`src/rtl/pio_resp_pkg.sv`:
```
package pio_resp_pkg;
  // path code = {dir, is_read}
  typedef enum logic [1:0] {
    PATH_DWR  = 2'b00,
    PATH_DRD  = 2'b01,
    PATH_FWR  = 2'b10,
    PATH_STAT = 2'b11
  } path_e;

  typedef enum logic [2:0] {
    ST_IDLE  = 3'd0,
    ST_WAIT  = 3'd1,
    ST_DRIVE = 3'd2,
    ST_ACK   = 3'd3,
    ST_REL   = 3'd4,
    ST_NAK   = 3'd5
  } xfer_st_e;
endpackage

```
`src/rtl/pio_addr_match.sv`:
```
module pio_addr_match
  import pio_resp_pkg::*;
#(
  parameter int AW     = 16,
  parameter int ID_W   = 4,
  parameter int ID_LSB = 7
) (
  input  logic [AW-1:0]   addr_word,
  input  logic [ID_W-1:0] strap_id,
  input  logic            rd_req,
  input  logic            wr_req,
  output logic            hit,
  output path_e           path
);
  localparam int ID_MSB = ID_LSB + ID_W - 1;

  logic unused_addr_bits;
  assign unused_addr_bits = ^{addr_word[AW-1:ID_MSB+1], addr_word[ID_LSB-1:1]};

  // only one request direction at a time is a valid access
  assign hit  = (addr_word[ID_MSB:ID_LSB] == strap_id) && (rd_req ^ wr_req);
  assign path = path_e'({addr_word[0], rd_req});
endmodule

```
`src/rtl/pio_accept_check.sv`:
```
module pio_accept_check
  import pio_resp_pkg::*;
(
  input  path_e path,
  input  logic  dev_guarded,
  input  logic  prot_ok,
  input  logic  dev_ready,
  input  logic  rd_avail,
  input  logic  wr_room,
  output logic  accept
);
  logic guard_block;
  logic ready_block;
  logic flow_block;

  always_comb begin
    guard_block = dev_guarded && !prot_ok && (path != PATH_STAT);
    ready_block = !dev_ready && ((path == PATH_DRD) || (path == PATH_DWR));
    flow_block  = ((path == PATH_DRD) && !rd_avail) ||
                  ((path == PATH_DWR) && !wr_room);
    accept      = !(guard_block || ready_block || flow_block);
  end
endmodule

```
`src/rtl/pio_xfer_fsm.sv`:
```
module pio_xfer_fsm
  import pio_resp_pkg::*;
#(
  parameter int DW       = 16,
  parameter int CHAR_W   = 8,
  parameter int RESP_DLY = 3
) (
  input  logic          clk,
  input  logic          rst_n,
  input  logic          hit,
  input  path_e         path_in,
  input  logic          accept,
  input  logic          rd_req,
  input  logic          wr_req,
  input  logic          narrow_mode,
  input  logic [DW-1:0] rd_data,
  input  logic [DW-1:0] status_word,
  input  logic [DW-1:0] bus_in,
  output path_e         path_q,
  output logic          reply,
  output logic          reject,
  output logic          bus_oe,
  output logic [DW-1:0] bus_out,
  output logic [DW-1:0] wr_word,
  output logic [3:0]    strobes,
  output logic          char_in
);
  localparam int CW = (RESP_DLY < 2) ? 1 : $clog2(RESP_DLY);
  localparam logic [CW-1:0] CNT_LAST = CW'(RESP_DLY - 1);

  xfer_st_e      st_q, st_d;
  logic [CW-1:0] cnt_q, cnt_d;
  path_e         path_d;
  logic [3:0]    stb_d, stb_q;
  logic [DW-1:0] dat_q, dat_d;
  logic          dat_en;
  logic [DW-1:0] wrw_q;
  logic          wrw_en;
  logic          cur_req;
  logic [DW-1:0] keep_mask;

  assign keep_mask = {{(DW-CHAR_W){~narrow_mode}}, {CHAR_W{1'b1}}};
  assign cur_req   = path_q[0] ? rd_req : wr_req;

  always_comb begin
    st_d   = st_q;
    cnt_d  = cnt_q;
    path_d = path_q;
    stb_d  = '0;
    dat_en = 1'b0;
    wrw_en = 1'b0;
    dat_d  = ((path_q == PATH_STAT) ? status_word : rd_data) & keep_mask;
    unique case (st_q)
      ST_IDLE: begin
        if (hit) begin
          st_d   = ST_WAIT;
          cnt_d  = '0;
          path_d = path_in;
        end
      end
      ST_WAIT: begin
        if (!cur_req) begin
          st_d = ST_IDLE;
        end else if (cnt_q == CNT_LAST) begin
          if (accept) begin
            stb_d[path_q] = 1'b1;
            if (path_q[0]) begin
              st_d   = ST_DRIVE;
              dat_en = 1'b1;
            end else begin
              st_d   = ST_ACK;
              wrw_en = 1'b1;
            end
          end else begin
            st_d = ST_NAK;
          end
        end else begin
          cnt_d = cnt_q + 1'b1;
        end
      end
      ST_DRIVE: st_d = ST_ACK;
      ST_ACK:   if (!cur_req) st_d = path_q[0] ? ST_REL : ST_IDLE;
      ST_REL:   st_d = ST_IDLE;
      ST_NAK:   if (!cur_req) st_d = ST_IDLE;
      default:  st_d = ST_IDLE;
    endcase
  end

  always_ff @(posedge clk or negedge rst_n) begin
    if (!rst_n) begin
      st_q   <= ST_IDLE;
      cnt_q  <= '0;
      path_q <= PATH_DWR;
      stb_q  <= '0;
    end else begin
      st_q   <= st_d;
      cnt_q  <= cnt_d;
      path_q <= path_d;
      stb_q  <= stb_d;
    end
  end

  always_ff @(posedge clk or negedge rst_n) begin
    if (!rst_n) begin
      dat_q <= '0;
      wrw_q <= '0;
    end else begin
      if (dat_en) dat_q <= dat_d;
      if (wrw_en) wrw_q <= bus_in & keep_mask;
    end
  end

  assign reply   = (st_q == ST_ACK);
  assign reject  = (st_q == ST_NAK);
  assign bus_oe  = path_q[0] && ((st_q == ST_DRIVE) || (st_q == ST_ACK) || (st_q == ST_REL));
  assign bus_out = bus_oe ? dat_q : '0;
  assign wr_word = wrw_q;
  assign strobes = stb_q;
  assign char_in = narrow_mode && (reply || bus_oe);
endmodule

```
`src/rtl/pio_slot_responder.sv`:
```
module pio_slot_responder
  import pio_resp_pkg::*;
#(
  parameter int DW       = 16,
  parameter int ID_W     = 4,
  parameter int ID_LSB   = 7,
  parameter int CHAR_W   = 8,
  parameter int RESP_DLY = 3
) (
  input  logic            clk,
  input  logic            rst_n,
  input  logic [ID_W-1:0] strap_id,
  input  logic            dev_guarded,
  input  logic            dev_ready,
  input  logic            narrow_mode,
  input  logic [DW-1:0]   addr_word,
  input  logic            rd_req,
  input  logic            wr_req,
  input  logic            prot_ok,
  input  logic [DW-1:0]   bus_in,
  input  logic [DW-1:0]   rd_data,
  input  logic [DW-1:0]   status_word,
  input  logic            rd_avail,
  input  logic            wr_room,
  output logic [DW-1:0]   bus_out,
  output logic            bus_oe,
  output logic            reply,
  output logic            reject,
  output logic            char_in,
  output logic [DW-1:0]   wr_word,
  output logic            data_wr_stb,
  output logic            data_rd_stb,
  output logic            func_wr_stb,
  output logic            stat_rd_stb
);
  logic       hit;
  path_e      path_in;
  path_e      path_q;
  logic       accept;
  logic [3:0] strobes;

  pio_addr_match #(.AW(DW), .ID_W(ID_W), .ID_LSB(ID_LSB)) match_i (
    .addr_word(addr_word), .strap_id(strap_id), .rd_req(rd_req),
    .wr_req(wr_req), .hit(hit), .path(path_in)
  );

  pio_accept_check accept_i (
    .path(path_q), .dev_guarded(dev_guarded), .prot_ok(prot_ok),
    .dev_ready(dev_ready), .rd_avail(rd_avail), .wr_room(wr_room),
    .accept(accept)
  );

  pio_xfer_fsm #(.DW(DW), .CHAR_W(CHAR_W), .RESP_DLY(RESP_DLY)) fsm_i (
    .clk(clk), .rst_n(rst_n), .hit(hit), .path_in(path_in), .accept(accept),
    .rd_req(rd_req), .wr_req(wr_req), .narrow_mode(narrow_mode),
    .rd_data(rd_data), .status_word(status_word), .bus_in(bus_in),
    .path_q(path_q), .reply(reply), .reject(reject), .bus_oe(bus_oe),
    .bus_out(bus_out), .wr_word(wr_word), .strobes(strobes), .char_in(char_in)
  );

  assign data_wr_stb = strobes[PATH_DWR];
  assign data_rd_stb = strobes[PATH_DRD];
  assign func_wr_stb = strobes[PATH_FWR];
  assign stat_rd_stb = strobes[PATH_STAT];
endmodule

```
`config.mk`:
```
export PLATFORM = sky130hd
export DESIGN_NAME = pio_slot_responder
export DESIGN_NICKNAME = d
export VERILOG_FILES = /design/src/rtl/pio_resp_pkg.sv /design/src/rtl/pio_addr_match.sv /design/src/rtl/pio_accept_check.sv /design/src/rtl/pio_xfer_fsm.sv /design/src/rtl/pio_slot_responder.sv
export SDC_FILE = /design/constraint.sdc
export NUM_CORES = 1
export LEC_CHECK = 0
export BUFFER_PORTS_ARGS = -buffer_cell sky130_fd_sc_hd__clkbuf_2
export CAP_MARGIN = 20
export CORE_MARGIN = 3
export CORE_UTILIZATION = 46
export CTS_CLUSTER_SIZE = 14
export DETAILED_ROUTE_END_ITERATION = 12
export GPL_TIMING_DRIVEN = 1
export PLACE_DENSITY = 0.8
export SETUP_SLACK_MARGIN = 0.15
export SLEW_MARGIN = 40
export SYNTH_ARGS = -nofsm -noshare
export SYNTH_HDL_FRONTEND = slang
export SYNTH_SLANG_ARGS = --single-unit
```
`constraint.sdc`:
```
create_clock -name clk -period 2.31 [get_ports clk]
set_input_delay 0 -clock clk [delete_from_list [all_inputs] [get_ports clk]]
set_output_delay 0 -clock clk [all_outputs]
set_load 0.01 [all_outputs]
```
==> results.txt, run 1 <==
For this configuration, the core starts out at a cell density of 0.490. The height of the die is 77.9 um. The area of the core region is 4850 um2. For this run, the leading register cell type out of synthesis is dfrtp_1. In this run the critical register-to-register path is launched from fsm_i.path_q[0]$_DFFE_PN0P_. The floorplan has 25 rows. By instance count, the leading cell after synthesis is nand2_1. The clock tree skew after final layout is 0.00730 ns.

The HPWL reported at the end of detailed placement is 4140 um. TritonCTS built the clock tree. After layout, the design draws a total of 2560 uW. The detailed-routing iteration count for the pre-antenna-repair pass is 4. Clock tree synthesis selected as its root buffer the cell clkbuf_8. The full die area came out at 6060 um2.

The tightest min-delay check is of the primary input to flop type. The global-route wire length before repair came out at 9240 um. Counting every sink on the clock net gives 43. The portion of the clock cycle consumed by the worst path in the final layout is 0.857.

The met1 capacity usage during global routing is 0.232. In this run, synthesis inferred 0 flip-flops with an integrated enable. In this run the tool buffered the top-level ports with 106 buffer cells. The average detailed-routed wire length per instance is 14.0 um. The first routing iteration left 68 violations.

The worst pin sits at a relative slew slack of 0.585. The final net count came out at 413. The number of maximum-capacitance constraint violations is 0. The worst setup path is launched from a flop. In the post-route analysis, the smallest setup slack over all paths is 0.331 ns. The placement-stage worst setup slack came out at 0.340 ns. After detailed routing, the number of vias per cell comes to 4.87. The leakage component of the power came out at 0.00172 uW.

The setup total negative slack came out at 0 ns. The overall track demand over capacity in global routing came out at 0.192. Dividing total power by cell area gives a power density of 819 nW/um2.

0 antenna diodes ended up in the layout. The required time of the worst setup path came out at 2.48 ns. The worst min-delay path startpoint is rd_req.

Of the cells placed in the final design, the portion with a size suffix greater than 1 is 0.487. The worst-skew pair later-pin latency came out at 0.29 ns. The synthesized instance count is 217.

The met3 layer usage reported by global route is 0.0522. The share of total power dissipated in combinational logic is 0.388. The aggregate global routing overflow came out at 0. The post-detailed-route count of antenna-violating nets is 0. In this run the number of H-tree levels came out at 2. The busiest metal layer after global routing is met2. The routability congestion estimate came out at 0.768. The initial antenna violation count came out at 0. The layout overhead on the synthesized area is 31.6%.

The design internal power is 1680 uW. The post-cts gate resize count came out at 0. Of the post-synthesis cell area, the dominant cell type holds 0.453. Summing every instance area after synthesis gives 2370 um2.

The switching fraction of total power is 0.344. The run finished with clean final reports. Counting instances in the post-synthesis netlist gives the leading cell types as nand2_1 (45), dfrtp_1 (43), mux2_4 (19). The number of hold violations in the final report is 0. The type of element capturing the critical path is a flop. For the pin with the worst max-slew slack, the measured transition is 0.621 ns. The sum of routed wire length over all layers came out at 5640 um.

The fraction of power consumed by the clock network came out at 0.176. Setup repair after global routing left no endpoint under its margin. The share of flip-flops with an asynchronous set or reset is 1.00. Clock tree synthesis inserted a total of 5 buffers. Of all cell types, the one taking the most synthesized area is dfrtp_1. The flop and latch count out of synthesis came out at 43. The number of endpoints failing setup at the final stage is 0.

The per-instance average area after synthesis came out at 10.9 um2. The total net switching power is 880 uW. The routed design could run at a clock period as short as 1.98 ns. For this run, the top clock speed supported by timing is 0.505 GHz.

For this block, the via count after detailed routing is 1956. The most critical setup path has its startpoint at fsm_i.path_q[0]$_DFFE_PN0P_. The critical path is of the flop to flop type. The largest net degree at the start of global routing came out at 44.

Yosys attributes the largest share of cell area to dfrtp_1 (45%), mux2_4 (12%), mux2_2 (8.1%), nand2_1 (7.1%), and2_1 (4.7%). The maximum buffer depth of the clock tree came out at 2. The count of pins on the block boundary is 118. The clock transition at the register clock pins on the worst setup and hold paths after CTS came out at 0.07 ns. The via count of the first global-routing pass was 1993. The maximum net fanout on the critical path came out at 17. The horizontal die dimension came out at 77.9 um. The remaining routing DRC violations is 0.

The met2 global-route usage came out at 0.328. Counting distinct cell types in the post-synthesis netlist gives 41. The worst IR drop on VDD came out at 430 uV. The worst hold slack is 0.0208 ns. The register share of total power came out at 0.436. The data arrival time of the critical path is 2.15 ns. The number of pins with negative max-slew slack in the final report came out at 0. The number of warnings printed during yosys synthesis came out at 0. The sequential cell area fraction in the yosys report came out at 0.453. The synthesized netlist net count came out at 296.
through the flow:
step,std cells,utilization,area (um2)
finish,402,0.644,3120
global route,402,0.644,3120
CTS,402,0.644,3120
detailed placement,384,0.607,2940
global placement,384,0.607,2940
floorplan,217,-,2370
cell families (layout without fill, tap and decap cells):
kind of cell,after synthesis,count (layout),share of synthesized area
xor+xnor,5,5,0.0184
buf+inv,14,132,0.0416
compound gates,23,23,0.0669
fa+ha+maj,1,1,0.00527
flops,43,43,0.453
simple gates,94,94,0.210
mux,37,37,0.205
worst max-delay path: stages (launching register included):
cell     delay, ns
dfrtp_1       0.47
buf_4         0.20
mux2_4        0.34
and2_4        0.17
nand4_4       0.28
mux2_2        0.38
final cells by class:
cell class	count	area (um2)
timing repair buffer	122	676
clock inverter	1	5.00
inverter	2	7.51
multi-input combinational	160	1200
sequential	43	1080
tap	67	83.8
clock buffer	7	76.3
fill	388	1720
registers in the layout, indices dropped and copies added (netlist names):
register	flops
fsm_i.dat_q	16
fsm_i.wr_word	16
fsm_i.strobes	4
fsm_i.st_q	3
fsm_i.cnt_q	2
fsm_i.path_q	2
path summary, 6_finish.rpt:
| check | end | slack (ns) | cells after the start |
|---|---|---|---|
| max | fsm_i.dat_q[15]$_DFFE_PN0P_ | 0.33 | 5 |
| max reg2reg | fsm_i.dat_q[15]$_DFFE_PN0P_ | 0.33 | 5 |
| max in group asynchronous | fsm_i.st_q[2]$_DFFE_PN0P_ | 1.61 | 3 |
| min in group asynchronous | fsm_i.wr_word[1]$_DFFE_PN0P_ | 0.32 | 3 |
| min reg2reg | fsm_i.dat_q[2]$_DFFE_PN0P_ | 0.50 | 1 |
| min | fsm_i.path_q[0]$_DFFE_PN0P_ | 0.02 | 2 |
power by group through the flow:
stage	Sequential, uW	Combinational, uW	Clock, uW
finish	1120	992	450
global route	1150	1090	507
CTS	1110	995	464
detailed placement	1130	978	0
global placement	1110	948	0
floorplan	1070	766	0
placed cells by master, fill, tap and decap left out, types with 6 or more instances in the layout:
cell	count
a21oi_1	11
clkbuf_2	106
mux2_2	17
nor2_1	8
dlygate4sd3_1	10
mux2_4	19
nand2_1	45
nor2b_1	9
dfrtp_1	43
and2_1	18
buf_4	6
routing by layer:
layer | routed length [um] | vias up
li1 | - | 963
met1 | 2350 | 907
met2 | 2840 | 78
met3 | 365 | 8
met4 | 85 | 0
met5 | 0 | -
timing repair:
action,in CTS,in global routing
hold buffers,10,0
hold endpoints to repair,52,0
setup buffers,0,0
setup endpoints to repair,0,0
Power figures use the tool's default switching activity.
==> inputs of run 2 (changes only) <==
--- a/config.mk
+++ b/config.mk
@@ -7,11 +7,13 @@
 export LEC_CHECK = 0
 export BUFFER_PORTS_ARGS = -buffer_cell sky130_fd_sc_hd__clkbuf_2
 export CAP_MARGIN = 20
+export CORE_ASPECT_RATIO = 0.8
 export CORE_MARGIN = 3
 export CORE_UTILIZATION = 46
 export CTS_CLUSTER_SIZE = 14
 export DETAILED_ROUTE_END_ITERATION = 12
 export GPL_TIMING_DRIVEN = 1
+export HOLD_SLACK_MARGIN = 0.03
 export PLACE_DENSITY = 0.8
 export SETUP_SLACK_MARGIN = 0.15
 export SLEW_MARGIN = 40
==> run 2 against run 1 <==
Critical endpoint is now fsm_i.dat_q[0]$_DFFE_PN0P_. Critical path depth up 2. Largest cell class unchanged. Clock skew up 0.00055 ns. Global-route usage up 0.49 points. Register-to-register slack worse by 0.03 ns. First-iteration DRC count down 26%. Largest power group unchanged.
==> results.txt, run 2 (synthesized netlist as in run 1, its figures left out) <==
The number of clock sinks seen by CTS is 43 (unchanged). The path class of the tightest hold or removal check is primary input to flop. The via count came out at 2018 (+3.2%).

The via density per instance is 4.93 (+1.4%). The run finished with clean final reports. The routability congestion estimate came out at 0.825 (+7.3%). The tightest slew margin relative to the limit is 0.531 (-0.0540). The remaining routing DRC violations came to 0 (unchanged). The area of the core region came out at 4790 um2 (-1.2%).

The portion of the clock cycle consumed by the worst path in the final layout came out at 0.870 (+0.0129). The total power of the final layout came out at 2750 uW (+7.6%). The count of pins on the block boundary was 118 (unchanged). The area growth from synthesis to layout is 38.9%. The sum of routed wire length over all layers was 5730 um (+1.5%). The overall track demand over capacity in global routing came out at 0.197 (+0.00489).

The worst hold slack came out at 0.0401 ns (+0.0193 ns). The via count of the first global-routing pass is 2022 (+1.5%). The height of the die is 70.3 um (-9.7%). The number of hold violations in the final report came out at 0 (unchanged). The maximum net fanout on the critical path is 16 (-1). The antenna diode count is 0 (unchanged). The area used by sequential logic in the layout came to 1080 um2 (unchanged). The leakage component of the power came to 0.00180 uW (+4.6%). The highest clock frequency the design can meet is 0.498 GHz (-1.5%). The type of element launching the critical path is a flop. The power density over the cells came out at 835 nW/um2 (+1.9%).

In the layout the commonest cells are clkbuf_2 (106), nand2_1 (44), dfrtp_1 (43). The required time of the worst setup path came out at 2.49 ns (about the same). The worst-skew pair later-pin latency came out at 0.30 ns (about the same). The data arrival time of the critical path is 2.19 ns (+0.04 ns).

The number of endpoints failing setup at the final stage is 0 (unchanged). The final net count is 427 (+3.4%). The clock transition at the register clock pins on the worst setup and hold paths after CTS came out at 0.08 ns (about the same). The post-detailed-route count of antenna-violating nets came out at 0 (unchanged). The number of maximum-capacitance constraint violations came to 0 (unchanged). The clock tree skew after final layout came out at 0.00785 ns (+0.000549 ns).

The initial DRC count is 50 (-26%). The number of H-tree levels came out at 2 (unchanged). The setup total negative slack is 0 ns (unchanged).

The largest net degree at the start of global routing is 29 (-34%). The setup fix buffers added after clock tree synthesis came out at 0 (unchanged). The fraction of final layout cells sized beyond drive strength 1 came out at 0.479 (-0.00806). The non-filler instance count after layout came out at 409 (+1.7%).

The worst setup path is captured at a flop. The average detailed-routed wire length per instance is 14.0 um (-0.21%). The final core utilization is 0.689 (+0.0445). The count of input and output buffers is 106 (unchanged). The full die area was 6070 um2 (about the same). The aggregate global routing overflow came out at 0 (unchanged). The time the worst path needs with I/O delays and setup came out at 2.01 ns (+0.0298 ns). The slew at the pin with the worst max-slew slack came out at 0.703 ns (+0.0825 ns). The number of placed instances with taps included was 378 (-1.6%). The HPWL reported at the end of detailed placement came to 4240 um (+2.4%). The global-route wire length before repair is 9340 um (+1.1%).

The worst IR drop on VDD is 556 uV (+29%). The horizontal die dimension was 86.3 um (+11%). The initial antenna violation count came out at 0 (unchanged). The initial core utilization is 0.496 (+0.00601). The count of standard-cell rows is 22 (-12%).

The critical path start-end classification is flop to flop. TritonCTS built the clock tree. The number of pins with negative max-slew slack in the final report is 0 (unchanged).

The detailed-routing iteration count for the pre-antenna-repair pass came to 4 (unchanged). The TritonCTS buffer count is 5 (unchanged). The area occupied by multi-input gates is 1200 um2 (+0.21%).

The maximum buffer depth of the clock tree is 2 (unchanged). The tree is rooted in a clkbuf_8. The library cell used most frequently in the layout, excluding fill and tap cells, is clkbuf_2. Setup repair after global routing left no endpoint under its margin.

The filler cell count in the final layout came out at 380 (-2.1%).
## run 2: changes by cell type in the layout (fill, tap and decap cells not counted)
| cell | delta |
|---|---|
| bufinv_16 | +1 |
| nand2_1 | -1 |
| clkbuf_1 | -2 |
| dlygate4sd3_1 | +13 |
| clkinv_4 | +1 |
| buf_12 | +1 |
| nand2_2 | +1 |
## run 2: final timing paths
check / cells after the start / end / start / slack (ns)
max: 7 / fsm_i.dat_q[0]$_DFFE_PN0P_ / fsm_i.path_q[0]$_DFFE_PN0P_ / 0.30
min: 4 / fsm_i.dat_q[7]$_DFFE_PN0P_ / rd_data[7] / 0.04
max reg2reg: 7 / fsm_i.dat_q[0]$_DFFE_PN0P_ / fsm_i.path_q[0]$_DFFE_PN0P_ / 0.30
min reg2reg: 1 / fsm_i.dat_q[5]$_DFFE_PN0P_ / fsm_i.dat_q[5]$_DFFE_PN0P_ / 0.50
max in group asynchronous: 3 / fsm_i.wr_word[14]$_DFFE_PN0P_ / rst_n / 1.43
min in group asynchronous: 2 / fsm_i.dat_q[2]$_DFFE_PN0P_ / rst_n / 0.27
## run 2: stage by stage
stage	setup WS [ns]	area, um2
floorplan	0.458	2370
global placement	0.398	2950
detailed placement	0.341	2950
CTS	0.174	3300
global route	0.185	3300
finish	0.301	3300
## run 2: report_power, final
part | leakage, uW | internal (uW) | switching (uW)
registers | 0.000583 | 946 | 161
logic | 0.00116 | 569 | 498
clock network | 0.0000581 | 322 | 258
## run 2: critical path, stage by stage, from the launching register on
cell and delay (ns):
dfrtp_1 0.42, buf_4 0.18, and2_1 0.17, buf_4 0.20
nand2_1 0.09, nand2_1 0.04, dlygate4sd3_1 0.55, mux2_2 0.26
## run 2: layout make-up
class / count / share of cell area
clock buffers: 5 / 0.0209
well taps: 60 / 0.0228
flip-flops and latches: 43 / 0.326
multi-input cells: 160 / 0.364
repair buffers: 136 / 0.250
inverters: 2 / 0.00228
clock inverters: 3 / 0.0133
## run 2: routing by layer
metal / track usage / vias to the layer above / part of all wire
li1: - / 993 / -
met2: 0.330 / 72 / 0.49
met5: 0 / - / 0
met4: 0.0536 / 0 / 0.018
met3: 0.0554 / 11 / 0.064
met1: 0.248 / 942 / 0.43
## run 2: what timing repair did
action | 4_1_cts | 5_1_grt
gates resized for setup | 0 | 1
endpoints found under the hold margin | 43 | 0
hold buffers | 23 | 0
setup endpoints to repair | 0 | 6
